## src/rtl/rxsc_pkg.sv

```systemverilog
package rxsc_pkg;
   localparam int DATA_W = 8;

   // Field order is behaviour: software decodes these bit positions.
   typedef struct packed {
      logic              ovr;   // bit 11
      logic              brk;   // bit 10
      logic              par;   // bit 9
      logic              frm;   // bit 8
      logic [DATA_W-1:0] data;  // bits 7:0
   } rx_entry_t;

   localparam int ENTRY_W = $bits(rx_entry_t);
endpackage

```

## src/rtl/rxsc_store.sv

```systemverilog
module rxsc_store
   import rxsc_pkg::*;
#(
   parameter int DEPTH = 16
) (
   input  logic              clk,
   input  logic              rst_n,
   input  logic              fifo_en,
   input  logic              push_req,
   input  logic [DATA_W-1:0] push_data,
   input  logic              push_frm,
   input  logic              push_par,
   input  logic              push_brk,
   input  logic              pop_req,
   output rx_entry_t         rd_q,
   output logic [2:0]        head_flags,
   output logic              empty,
   output logic              full,
   output logic              overrun,
   output logic              pop_ok
);
   localparam int  PTR_W = (DEPTH > 1) ? $clog2(DEPTH) : 1;
   localparam int  CNT_W = $clog2(DEPTH + 1);
   localparam bit  POW2  = ((DEPTH & (DEPTH - 1)) == 0);

   generate
      if (DEPTH < 2) begin : g_bad_depth
         $error("rxsc_store: DEPTH must be at least 2");
      end
   endgenerate

   rx_entry_t        mem [DEPTH];
   logic [PTR_W-1:0] wr_ptr, rd_ptr, wr_nxt, rd_nxt;
   logic [CNT_W-1:0] count, cap;
   logic             push_ok, ovr_pend;

   assign cap     = fifo_en ? CNT_W'(DEPTH) : CNT_W'(1);
   assign empty   = (count == '0);
   assign full    = (count >= cap);
   assign push_ok = push_req && !full;
   assign overrun = push_req && full;
   assign pop_ok  = pop_req && !empty;

   generate
      if (POW2) begin : g_wrap_free
         assign wr_nxt = wr_ptr + 1'b1;
         assign rd_nxt = rd_ptr + 1'b1;
      end else begin : g_wrap_cmp
         assign wr_nxt = (wr_ptr == PTR_W'(DEPTH - 1)) ? '0 : wr_ptr + 1'b1;
         assign rd_nxt = (rd_ptr == PTR_W'(DEPTH - 1)) ? '0 : rd_ptr + 1'b1;
      end
   endgenerate

   assign head_flags = {mem[rd_ptr].brk, mem[rd_ptr].par, mem[rd_ptr].frm};

   always_ff @(posedge clk) begin
      if (push_ok) begin
         mem[wr_ptr] <= '{ovr: ovr_pend, brk: push_brk, par: push_par,
                          frm: push_frm, data: push_data};
      end
   end

   always_ff @(posedge clk or negedge rst_n) begin
      if (!rst_n) begin
         wr_ptr   <= '0;
         rd_ptr   <= '0;
         count    <= '0;
         ovr_pend <= 1'b0;
         rd_q     <= '0;
      end else begin
         if (push_ok) begin
            wr_ptr   <= wr_nxt;
            ovr_pend <= 1'b0;
         end else if (overrun) begin
            ovr_pend <= 1'b1;
         end
         if (pop_ok) begin
            rd_ptr <= rd_nxt;
            rd_q   <= mem[rd_ptr];
         end
         case ({push_ok, pop_ok})
            2'b10:   count <= count + 1'b1;
            2'b01:   count <= count - 1'b1;
            default: count <= count;
         endcase
      end
   end

   // the stored count never exceeds the physical depth
   a_r7_count_bound: assert property (@(posedge clk) disable iff (!rst_n)
      count <= CNT_W'(DEPTH));
   // a dropped character leaves the occupancy unchanged
   a_r4_drop_keeps_count: assert property (@(posedge clk) disable iff (!rst_n)
      (overrun && !pop_ok) |=> $stable(count));
   // a read of empty storage holds the read port
   a_r9_empty_read_holds: assert property (@(posedge clk) disable iff (!rst_n)
      (pop_req && empty && !push_req) |=> ($stable(rd_q) && empty));
   // holding-register mode keeps at most one character
   a_r6_single_entry: assert property (@(posedge clk) disable iff (!rst_n)
      (!fifo_en && $past(!fifo_en) && ($past(count) <= 1)) |-> (count <= 1));
endmodule

```

## src/rtl/rxsc_status.sv

```systemverilog
module rxsc_status (
   input  logic       clk,
   input  logic       rst_n,
   input  logic       pop_ok,
   input  logic [2:0] head_flags,
   input  logic       overrun,
   input  logic       clr,
   output logic [3:0] status
);
   // Clear is applied first; a read or overrun on the same edge wins.
   always_ff @(posedge clk or negedge rst_n) begin
      if (!rst_n) begin
         status <= '0;
      end else begin
         if (clr)     status      <= '0;
         if (pop_ok)  status[2:0] <= head_flags;
         if (overrun) status[3]   <= 1'b1;
      end
   end

   // overrun shows up without waiting for a read
   a_r4_overrun_immediate: assert property (@(posedge clk) disable iff (!rst_n)
      overrun |=> status[3]);
   // a clear with no competing event leaves all bits low
   a_r5_clear_all: assert property (@(posedge clk) disable iff (!rst_n)
      (clr && !overrun && !pop_ok) |=> (status == 4'b0000));
   // line-error bits move only on a data read or a clear
   a_r3_hold_without_read: assert property (@(posedge clk) disable iff (!rst_n)
      (!pop_ok && !clr) |=> $stable(status[2:0]));
endmodule

```

## src/rtl/rx_status_capture.sv

```systemverilog
module rx_status_capture
   import rxsc_pkg::*;
#(
   parameter int DEPTH = 16
) (
   input  logic               clk,
   input  logic               rst_n,
   input  logic               char_valid,
   input  logic [DATA_W-1:0]  char_data,
   input  logic               char_frm,
   input  logic               char_par,
   input  logic               char_brk,
   input  logic               fifo_en,
   input  logic               rts_flow_en,
   input  logic               data_rd,
   input  logic               err_clr,
   output logic [ENTRY_W-1:0] rd_data,
   output logic [3:0]         rx_status,
   output logic               rx_empty,
   output logic               rx_full,
   output logic               rts_n
);
   rx_entry_t  rd_q;
   logic [2:0] head_flags;
   logic       overrun, pop_ok;

   rxsc_store #(.DEPTH(DEPTH)) u_store (
      .clk        (clk),
      .rst_n      (rst_n),
      .fifo_en    (fifo_en),
      .push_req   (char_valid),
      .push_data  (char_data),
      .push_frm   (char_frm),
      .push_par   (char_par),
      .push_brk   (char_brk),
      .pop_req    (data_rd),
      .rd_q       (rd_q),
      .head_flags (head_flags),
      .empty      (rx_empty),
      .full       (rx_full),
      .overrun    (overrun),
      .pop_ok     (pop_ok)
   );

   rxsc_status u_status (
      .clk        (clk),
      .rst_n      (rst_n),
      .pop_ok     (pop_ok),
      .head_flags (head_flags),
      .overrun    (overrun),
      .clr        (err_clr),
      .status     (rx_status)
   );

   assign rd_data = rd_q;
   assign rts_n   = rts_flow_en & rx_full;

   // request stays asserted (low) while there is room
   a_r10_rts_room: assert property (@(posedge clk) disable iff (!rst_n)
      !rx_full |-> !rts_n);
endmodule

```

## config.mk

```make
export PLATFORM = sky130hd
export DESIGN_NAME = rx_status_capture
export DESIGN_NICKNAME = d
export VERILOG_FILES = /design/src/rtl/rxsc_pkg.sv /design/src/rtl/rxsc_store.sv /design/src/rtl/rxsc_status.sv /design/src/rtl/rx_status_capture.sv
export SDC_FILE = /design/constraint.sdc
export NUM_CORES = 1
export LEC_CHECK = 0
export BUFFER_PORTS_ARGS = -buffer_cell sky130_fd_sc_hd__buf_2
export CELL_PAD_IN_SITES_DETAIL_PLACEMENT = 1
export CELL_PAD_IN_SITES_GLOBAL_PLACEMENT = 1
export CORE_MARGIN = 3
export CORE_UTILIZATION = 45
export CTS_CLUSTER_SIZE = 25
export DETAILED_ROUTE_END_ITERATION = 10
export PLACE_DENSITY_LB_ADDON = 0.1
export SETUP_SLACK_MARGIN = 0.5
export SLEW_MARGIN = 20
export SYNTH_ARGS = -nofsm -noshare
export SYNTH_HDL_FRONTEND = slang
export SYNTH_HIERARCHICAL = 1
export SYNTH_SLANG_ARGS = --single-unit
export TNS_END_PERCENT = 5
```

## constraint.sdc

```tcl
create_clock -name clk -period 3.3 [get_ports clk]
set_input_delay 0.165 -clock clk [delete_from_list [all_inputs] [get_ports clk]]
set_output_delay 0.165 -clock clk [all_outputs]
set_load 0.005 [all_outputs]
```

==> results of run 1 <==
## cells in the mapped netlist
library cell	instances	share of area
buf_2	9	0.0051
ha_1	11	0.016
o221ai_1	9	0.0090
fa_1	1	0.0023
a21oi_1	2	0.0011
nand2b_1	3	0.0021
inv_1	12	0.0051
a222oi_1	3	0.0034
nor2_2	1	0.00072
or2_2	1	0.00072
buf_4	3	0.0026
o31a_1	1	0.0010
nand4_1	1	0.00072
nor3b_4	1	0.0021
or3_1	2	0.0014
edfxtp_1	192	0.66
a21o_1	2	0.0017
nand2_2	1	0.00072
xnor2_1	8	0.0080
mux4_2	42	0.11
xor2_1	2	0.0020
dfrtp_1	30	0.086
o21ai_0	16	0.0092
and2_1	2	0.0014
or3b_2	1	0.0010
a22o_1	3	0.0030
inv_2	1	0.00043
nor2b_1	4	0.0029
nor3_1	4	0.0023
nor2_1	16	0.0069
clkbuf_1	7	0.0030
mux2i_1	25	0.029
mux2_2	3	0.0039
buf_1	4	0.0017
nand2_1	33	0.014
nand3_1	5	0.0029
## power by group
part	switching (W)	internal (W)	total (W)	leakage, nW
clock network	0.00101	0.00153	0.00254	0.366
logic	0.00123	0.00119	0.00242	1.15
registers	0.000331	0.00340	0.00373	2.08
total	0.00258	0.00612	0.00869	3.60
## final cells by class
class / count / area [um^2]
fill: 1709 / 8620
clock inverter: 8 / 98.8
inverter: 13 / 51.3
clock buffer: 36 / 656
multi-input combinational: 203 / 2140
timing repair buffer: 71 / 475
tap: 260 / 325
sequential: 222 / 6520
## stage by stage
stage,setup WS (ns),util,instances,total power [W],cell area (um^2)
floorplan,0.415,-,461,0.00535,8780
global placement,0.511,0.499,762,0.00608,9430
detailed placement,0.371,0.499,762,0.00618,9430
CTS,0.507,0.544,813,0.00882,10300
global route,0.365,0.544,813,0.00920,10300
finish,0.474,0.544,813,0.00869,10300
## state kept, by name, indices dropped and copies added, names as in the netlist
| name | flops |
|---|---|
| u_store/count | 5 |
| u_store/mem | 192 |
| u_status/status | 4 |
| u_store/rd_ptr | 4 |
| u_store/wr_ptr | 4 |
| u_store/ovr_pend | 1 |
| u_store/rd_q | 12 |
## worst max-delay path, stage by stage, from the launching register on
cell	delay [ns]
dfrtp_1	0.39
or3_4	0.40
o31a_1	0.29
nor3b_4	0.21
inv_2	0.07
ha_4	0.19
ha_4	0.24
nor2b_2	0.16
o21ai_2	0.16
a21oi_1	0.09
or3b_4	0.39
xnor2_1	0.12
## worst paths after layout
check | startpoint | endpoint | slack, ns | cells past startpoint
worst min-delay path | char_data[4] | u_store/mem[1][4] | 0.04 | 1
max in group asynchronous | rst_n | u_store/rd_ptr[2] | 2.48 | 2
worst min register to register | u_store/rd_q[1] | u_store/rd_q[1] | 0.47 | 2
min in group asynchronous | rst_n | u_store/rd_q[5] | 0.29 | 2
worst max register to register | u_store/count[3] | u_store/count[4] | 0.47 | 11
worst max-delay path | u_store/count[3] | u_store/count[4] | 0.47 | 11
## cell families (layout without fill, tap and decap cells)
logic type | Yosys count | after routing | synth area share
buffers and inverters | 36 | 128 | 0.0180
AND/OR/NAND/NOR | 75 | 75 | 0.0400
AO/OA/AOI/OAI | 36 | 36 | 0.0285
XOR/XNOR | 10 | 10 | 0.0100
adder cells (fa/ha/maj) | 12 | 12 | 0.0180
multiplexers | 70 | 70 | 0.141
flip-flops | 222 | 222 | 0.745
## timing repair
item | CTS | global route
endpoints found under the hold margin | 32 | 0
pin swaps | 7 | 0
hold buffers | 3 | 0
setup buffers | 4 | 0
endpoints found under the setup margin | 1 | 23
resized for setup | 6 | 0
## per-layer routing
| metal | up-vias | global-route usage |
|---|---|---|
| li1 | 1973 | - |
| met1 | 2322 | 0.235 |
| met2 | 58 | 0.320 |
| met3 | 28 | 0.0234 |
| met4 | 0 | 0.0456 |
| met5 | - | 0 |
==> results.txt, run 1 <==
----------------------------------------------------
[Outcome]
  Status ... finished, final reports clean

[CTS]
  CTS Root Cell ... clkbuf_16
  TritonCTS clock tree ... built
  Deepest level of the CTS H-tree ... 1
  Clock tree buffer depth ... 3
  Latest clock arrival within the worst-skew pair ... 0.52 ns
  Number of buffers created by CTS ... 24
  Clock Sinks ... 222
  Clock slew at the register clock pins of the worst setup and hold paths ... 0.06 ns

[Finish]
  Most frequent standard cell in the layout excluding fill and tap cells ... edfxtp_1
  Area growth syn-to-layout ... 17.4%
  Share of layout cells above drive strength 1 ... 0.302
  Most frequent cells in the layout ... 192 x edfxtp_1, 42 x mux4_2, 36 x buf_2
  Final layout net count ... 565
  Antenna diode instance count ... 0

[Timing]
  Setup violation total in the final timing report ... 0
  Maximum achievable frequency ... 0.354 GHz
  Normalized max-slew margin ... 0.497
  Tightest hold margin ... 0.0375 ns
  Final-layout setup total negative slack ... 0 ns
  Shortest period the worst path allows ... 2.83 ns
  Post-Route Skew ... 0.0196 ns
  Number of pins exceeding their max-slew limit in the final report ... 0
  Hold violation total from the final report ... 0
  Transition time of the tightest slew-check pin ... 0.755 ns
  Unrepaired setup endpoints after global routing ... true
  Post-route clock period utilization ... 0.856

[Critical path]
  Type of destination of the critical path ... register
  Critical path data required time ... 3.69 ns
  CP startpoint kind ... register
  Type of the worst setup path ... reg -> reg
  CP Data Arrival Time ... 3.21 ns
  Maximum fanout count along the critical path ... 4

[Routing]
  Met1 Wirelength ... 7930 um
  Via count of the routed design ... 4381
  WL met2 ... 9740 um
  DR iter-0 viols ... 214
  Via-per-instance ratio ... 5.39
  Met3 layer wire length in the routed design ... 427 um
  Total detailed-routing wirelength ... 18500 um
  Final antenna-violating net count ... 0
  Top Metal Used ... met4
  DRC violations left ... 0
  Routed wire per std cell ... 22.7 um
  Router iterations before antenna repair ... 5

[Pwr]
  Max VDD drop ... 0.455 mV
  Power per Cell Area ... 846 nW/um^2
  Static leakage ... 3.60 nW

[Die]
  Die outline height ... 145 um
  Number of top-level pins ... 37
  Floorplan die width ... 145 um
  Number of rows created at floorplan ... 50
  Initial core utilization ... 0.463
  Area of the core region ... 18900 um^2
  Area of the die ... 21100 um^2

[Synthesis]
  Seq/Total Area, Yosys ... 0.745
  Warnings, synthesis ... 6
  Netlist area before placement ... 8750 um^2
  Post-Syn Nets ... 491
  Avg Synthesized Cell Area ... 19.0 um^2
  Yosys reg bits ... 222
  Number of distinct library cell variants in the gate-level netlist after synthesis ... 36
  Cells after synthesis ... 461

[Global routing]
  Number of global-route vias before repair ... 4858
  Total congestion overflow after global routing ... 0
  Largest net degree at the start of global routing ... 52
  Overall Global Routing Usage ... 0.180
  Antenna violations before repair ... 0
  Global-route wire length before repair ... 29100 um

[Placement]
  Port Buffers ... 36
  DP HPWL ... 12000 um
  Last weighted congestion value of the routability-driven placer ... 0.813

[Flow run]
  Max_cap viols ... 0

[Worst hold path]
  Path category of the worst min-delay check ... in -> reg

----------------------------------------------------
(Power assumes the default switching activity.)
==> run 2, diff against run 1 <==
--- a/config.mk
+++ b/config.mk
@@ -17,6 +17,5 @@
 export SLEW_MARGIN = 20
 export SYNTH_ARGS = -nofsm -noshare
 export SYNTH_HDL_FRONTEND = slang
-export SYNTH_HIERARCHICAL = 1
 export SYNTH_SLANG_ARGS = --single-unit
 export TNS_END_PERCENT = 5
==> run 2 against run 1 <==
Net effect: clock power down 3%; synthesized area up 1.1%; worst hold slack got worse by 0.016 ns; cell count is 1.1% lower; synthesized cell count shrank 0.22%; worst setup slack gained 0.17 ns; total power is 1.4% lower; combinational power decreased by 4%; global-route usage up 1.3 points.
==> results.txt, run 2 <==
----------------------------------------------------
[Outcome]
  Status ... finished, final reports clean

[Timing]
  Setup violation total in the final timing report ... 0
  Number of pins exceeding their max-slew limit in the final report ... 0
  Shortest period the worst path allows ... 2.66 ns
  Normalized max-slew margin ... 0.310
  Transition time of the tightest slew-check pin ... 1.04 ns
  Hold violation total from the final report ... 0
  Post-route clock period utilization ... 0.805
  Post-Route Skew ... 0.0215 ns
  Final-layout setup total negative slack ... 0 ns
  Unrepaired setup endpoints after global routing ... false
  Maximum achievable frequency ... 0.376 GHz

[Die]
  Area of the die ... 21400 um^2
  Die outline height ... 146 um
  Number of rows created at floorplan ... 50
  Area of the core region ... 19000 um^2
  Floorplan die width ... 146 um
  Initial core utilization ... 0.465
  Number of top-level pins ... 37

[Synthesis]
  Cells after synthesis ... 460
  Adder-cell share of the synthesized area ... 0.0141
  Seq/Total Area, Yosys ... 0.737
  Complex-gate fraction of the synthesized area ... 0.0420
  Xor and xnor fraction of the mapped netlist area ... 0.0129
  Top flip-flop cell by instance count after synthesis ... edfxtp_1
  Share of flip-flops with an asynchronous set or reset after synthesis ... 0.135
  Netlist area before placement ... 8850 um^2
  Combinational family with the most area after synthesis ... multiplexers
  Most repeated cell in the gate-level netlist after synthesis ... edfxtp_1
  Biggest area consumer among synthesized cells ... edfxtp_1
  Post-Syn Nets ... 488
  Warnings, synthesis ... 0
  Yosys reg bits ... 222
  Number of distinct library cell variants in the gate-level netlist after synthesis ... 45
  Commonest cells in the netlist ... 192 x edfxtp_1, 36 x mux4_2, 33 x mux2i_1
  Top area cells in the synthesized netlist ... edfxtp_1 65%, mux4_2 9.2%, dfrtp_1 8.5%
  Post-synth EDFFs ... 192
  Basic-gate share of the synthesized area counting and, or, nand and nor cells ... 0.0477
  Top-area cell type share of the netlist area ... 0.652
  Mux cell area share after synthesis ... 0.130
  Avg Synthesized Cell Area ... 19.2 um^2

[Finish]
  Final layout net count ... 555
  Registers with the most flip-flops ... u_store.mem: 192 flops, u_store.rd_q: 12 flops, u_store.count: 5 flops
  Register with the most flip-flops ... u_store.mem
  Most frequent cells in the layout ... 192 x edfxtp_1, 36 x mux4_2, 36 x buf_2
  Finished Layout Cells ... 804
  Final core area utilization ... 0.540
  Number of flip-flops in the largest register ... 192
  Area growth syn-to-layout ... 16.1%
  Most frequent standard cell in the layout excluding fill and tap cells ... edfxtp_1
  Share of layout cells above drive strength 1 ... 0.281
  Antenna diode instance count ... 0
  Count of fill cells added during filler insertion ... 1745

[Critical path]
  Worst r2r src ... u_store.count[0]
  Maximum fanout count along the critical path ... 7
  Critical path data required time ... 3.68 ns
  Type of destination of the critical path ... register
  Type of the worst setup path ... reg -> reg
  CP Data Arrival Time ... 3.04 ns
  Timing startpoint of the critical path ... u_store.count[0]
  CP startpoint kind ... register

[CTS]
  Clock tree buffer depth ... 3
  Clock Sinks ... 222
  Clock slew at the register clock pins of the worst setup and hold paths ... 0.06 ns
  Latest clock arrival within the worst-skew pair ... 0.52 ns
  TritonCTS clock tree ... built
  Deepest level of the CTS H-tree ... 1
  Number of buffers created by CTS ... 24
  CTS Root Cell ... clkbuf_16

[Pwr]
  Static leakage ... 3.64 nW
  Power per Cell Area ... 834 nW/um^2
  Max VDD drop ... 0.416 mV

[Placement]
  Port Buffers ... 36
  Total instance count after detailed placement ... 755
  DP HPWL ... 12200 um
  Last weighted congestion value of the routability-driven placer ... 0.798

[Global routing]
  Overall Global Routing Usage ... 0.192
  Total congestion overflow after global routing ... 0
  Antenna violations before repair ... 0
  Global-route wire length before repair ... 30900 um
  Number of global-route vias before repair ... 4925
  Largest net degree at the start of global routing ... 42

[Routing]
  Routed wire per std cell ... 25.1 um
  Final antenna-violating net count ... 0
  Via-per-instance ratio ... 5.68
  Via count of the routed design ... 4566
  DR iter-0 viols ... 429
  Router iterations before antenna repair ... 4
  Total detailed-routing wirelength ... 20200 um
  DRC violations left ... 0

[Worst hold path]
  Path category of the worst min-delay check ... in -> reg
  Launch instance of the worst min-delay path ... char_data[2]

[Flow run]
  Max_cap viols ... 0

----------------------------------------------------
## run 2: changes by cell type in the layout (fill, tap and decap cells not counted), moves of 8 or more
cell      change
nand2_1      -25
o21ai_0      -13
a22oi_1      +12
nor2_1       -11
a211oi_1      +9
and4b_1       +9
o221ai_1      -9
o22ai_1       +9
mux2i_1       +8
## run 2: where the power goes
| part | total (W) | switching [W] | internal, W |
|---|---|---|---|
| sequential | 0.00377 | 0.000367 | 0.00341 |
| combinational | 0.00232 | 0.00121 | 0.00112 |
| clock | 0.00247 | 0.00103 | 0.00144 |
| total | 0.00857 | 0.00260 | 0.00597 |
## run 2: cells by family after synthesis
logic type,after synthesis
flops,222
buf+inv,32
compound gates,50
simple gates,63
fa+ha+maj,10
xor+xnor,13
mux,70
## run 2: per-stage QoR
stage	area (um^2)	power (W)	hold WS [ns]	setup slack, ns
floorplan	8850	0.00534	-0.131	0.125
global placement	9450	0.00603	0.303	0.239
detailed placement	9450	0.00610	0.317	0.116
CTS	10300	0.00867	0.00141	0.522
global route	10300	0.00905	0.0114	0.476
finish	10300	0.00857	0.0217	0.643
## run 2: per-layer routing
layer	GRT usage	wire [um]
met2	0.319	9790
met1	0.274	8790
met5	0	0
met3	0.0335	1340
met4	0.0348	265
## run 2: layout make-up
type | count | area [um^2] | share of cell area
inverters | 8 | 36.3 | 0.00353
well taps | 260 | 325 | 0.0317
multi-input cells | 206 | 2240 | 0.218
repair buffers | 65 | 415 | 0.0404
clock buffers | 32 | 641 | 0.0624
flip-flops and latches | 222 | 6520 | 0.635
clock inverters | 11 | 93.8 | 0.00914
## run 2: path summary, 6_finish.rpt
kind / cells after the start / end / slack [ns]
setup / recovery: 13 / u_store.count[4] / 0.64
hold / removal: 1 / u_store.mem[4][2] / 0.02
setup reg to reg: 13 / u_store.count[4] / 0.64
hold reg to reg: 1 / u_store.rd_q[5] / 0.47
max in group asynchronous: 2 / u_store.count[1] / 2.44
min in group asynchronous: 2 / u_store.rd_ptr[0] / 0.28
## run 2: timing repair
item	4_1_cts	5_1_grt
hold endpoints to repair	32	0
endpoints found under the setup margin	3	1
pin swaps	0	2
hold buffers	2	0
gates cloned	0	0
gates resized for setup	6	2
buffers inserted	3	1
## run 2: critical path: stages, from the launching register on
cell and delay (ns):
dfrtp_2 0.40, inv_1 0.08, ha_1 0.22, nand2b_1 0.18, o21ai_4 0.18, and2_4 0.19, clkinvlp_4 0.10, ha_4 0.20
xor2_1 0.15, ha_2 0.20, and4b_1 0.18, a221oi_2 0.18, a21oi_1 0.13, xor2_1 0.15
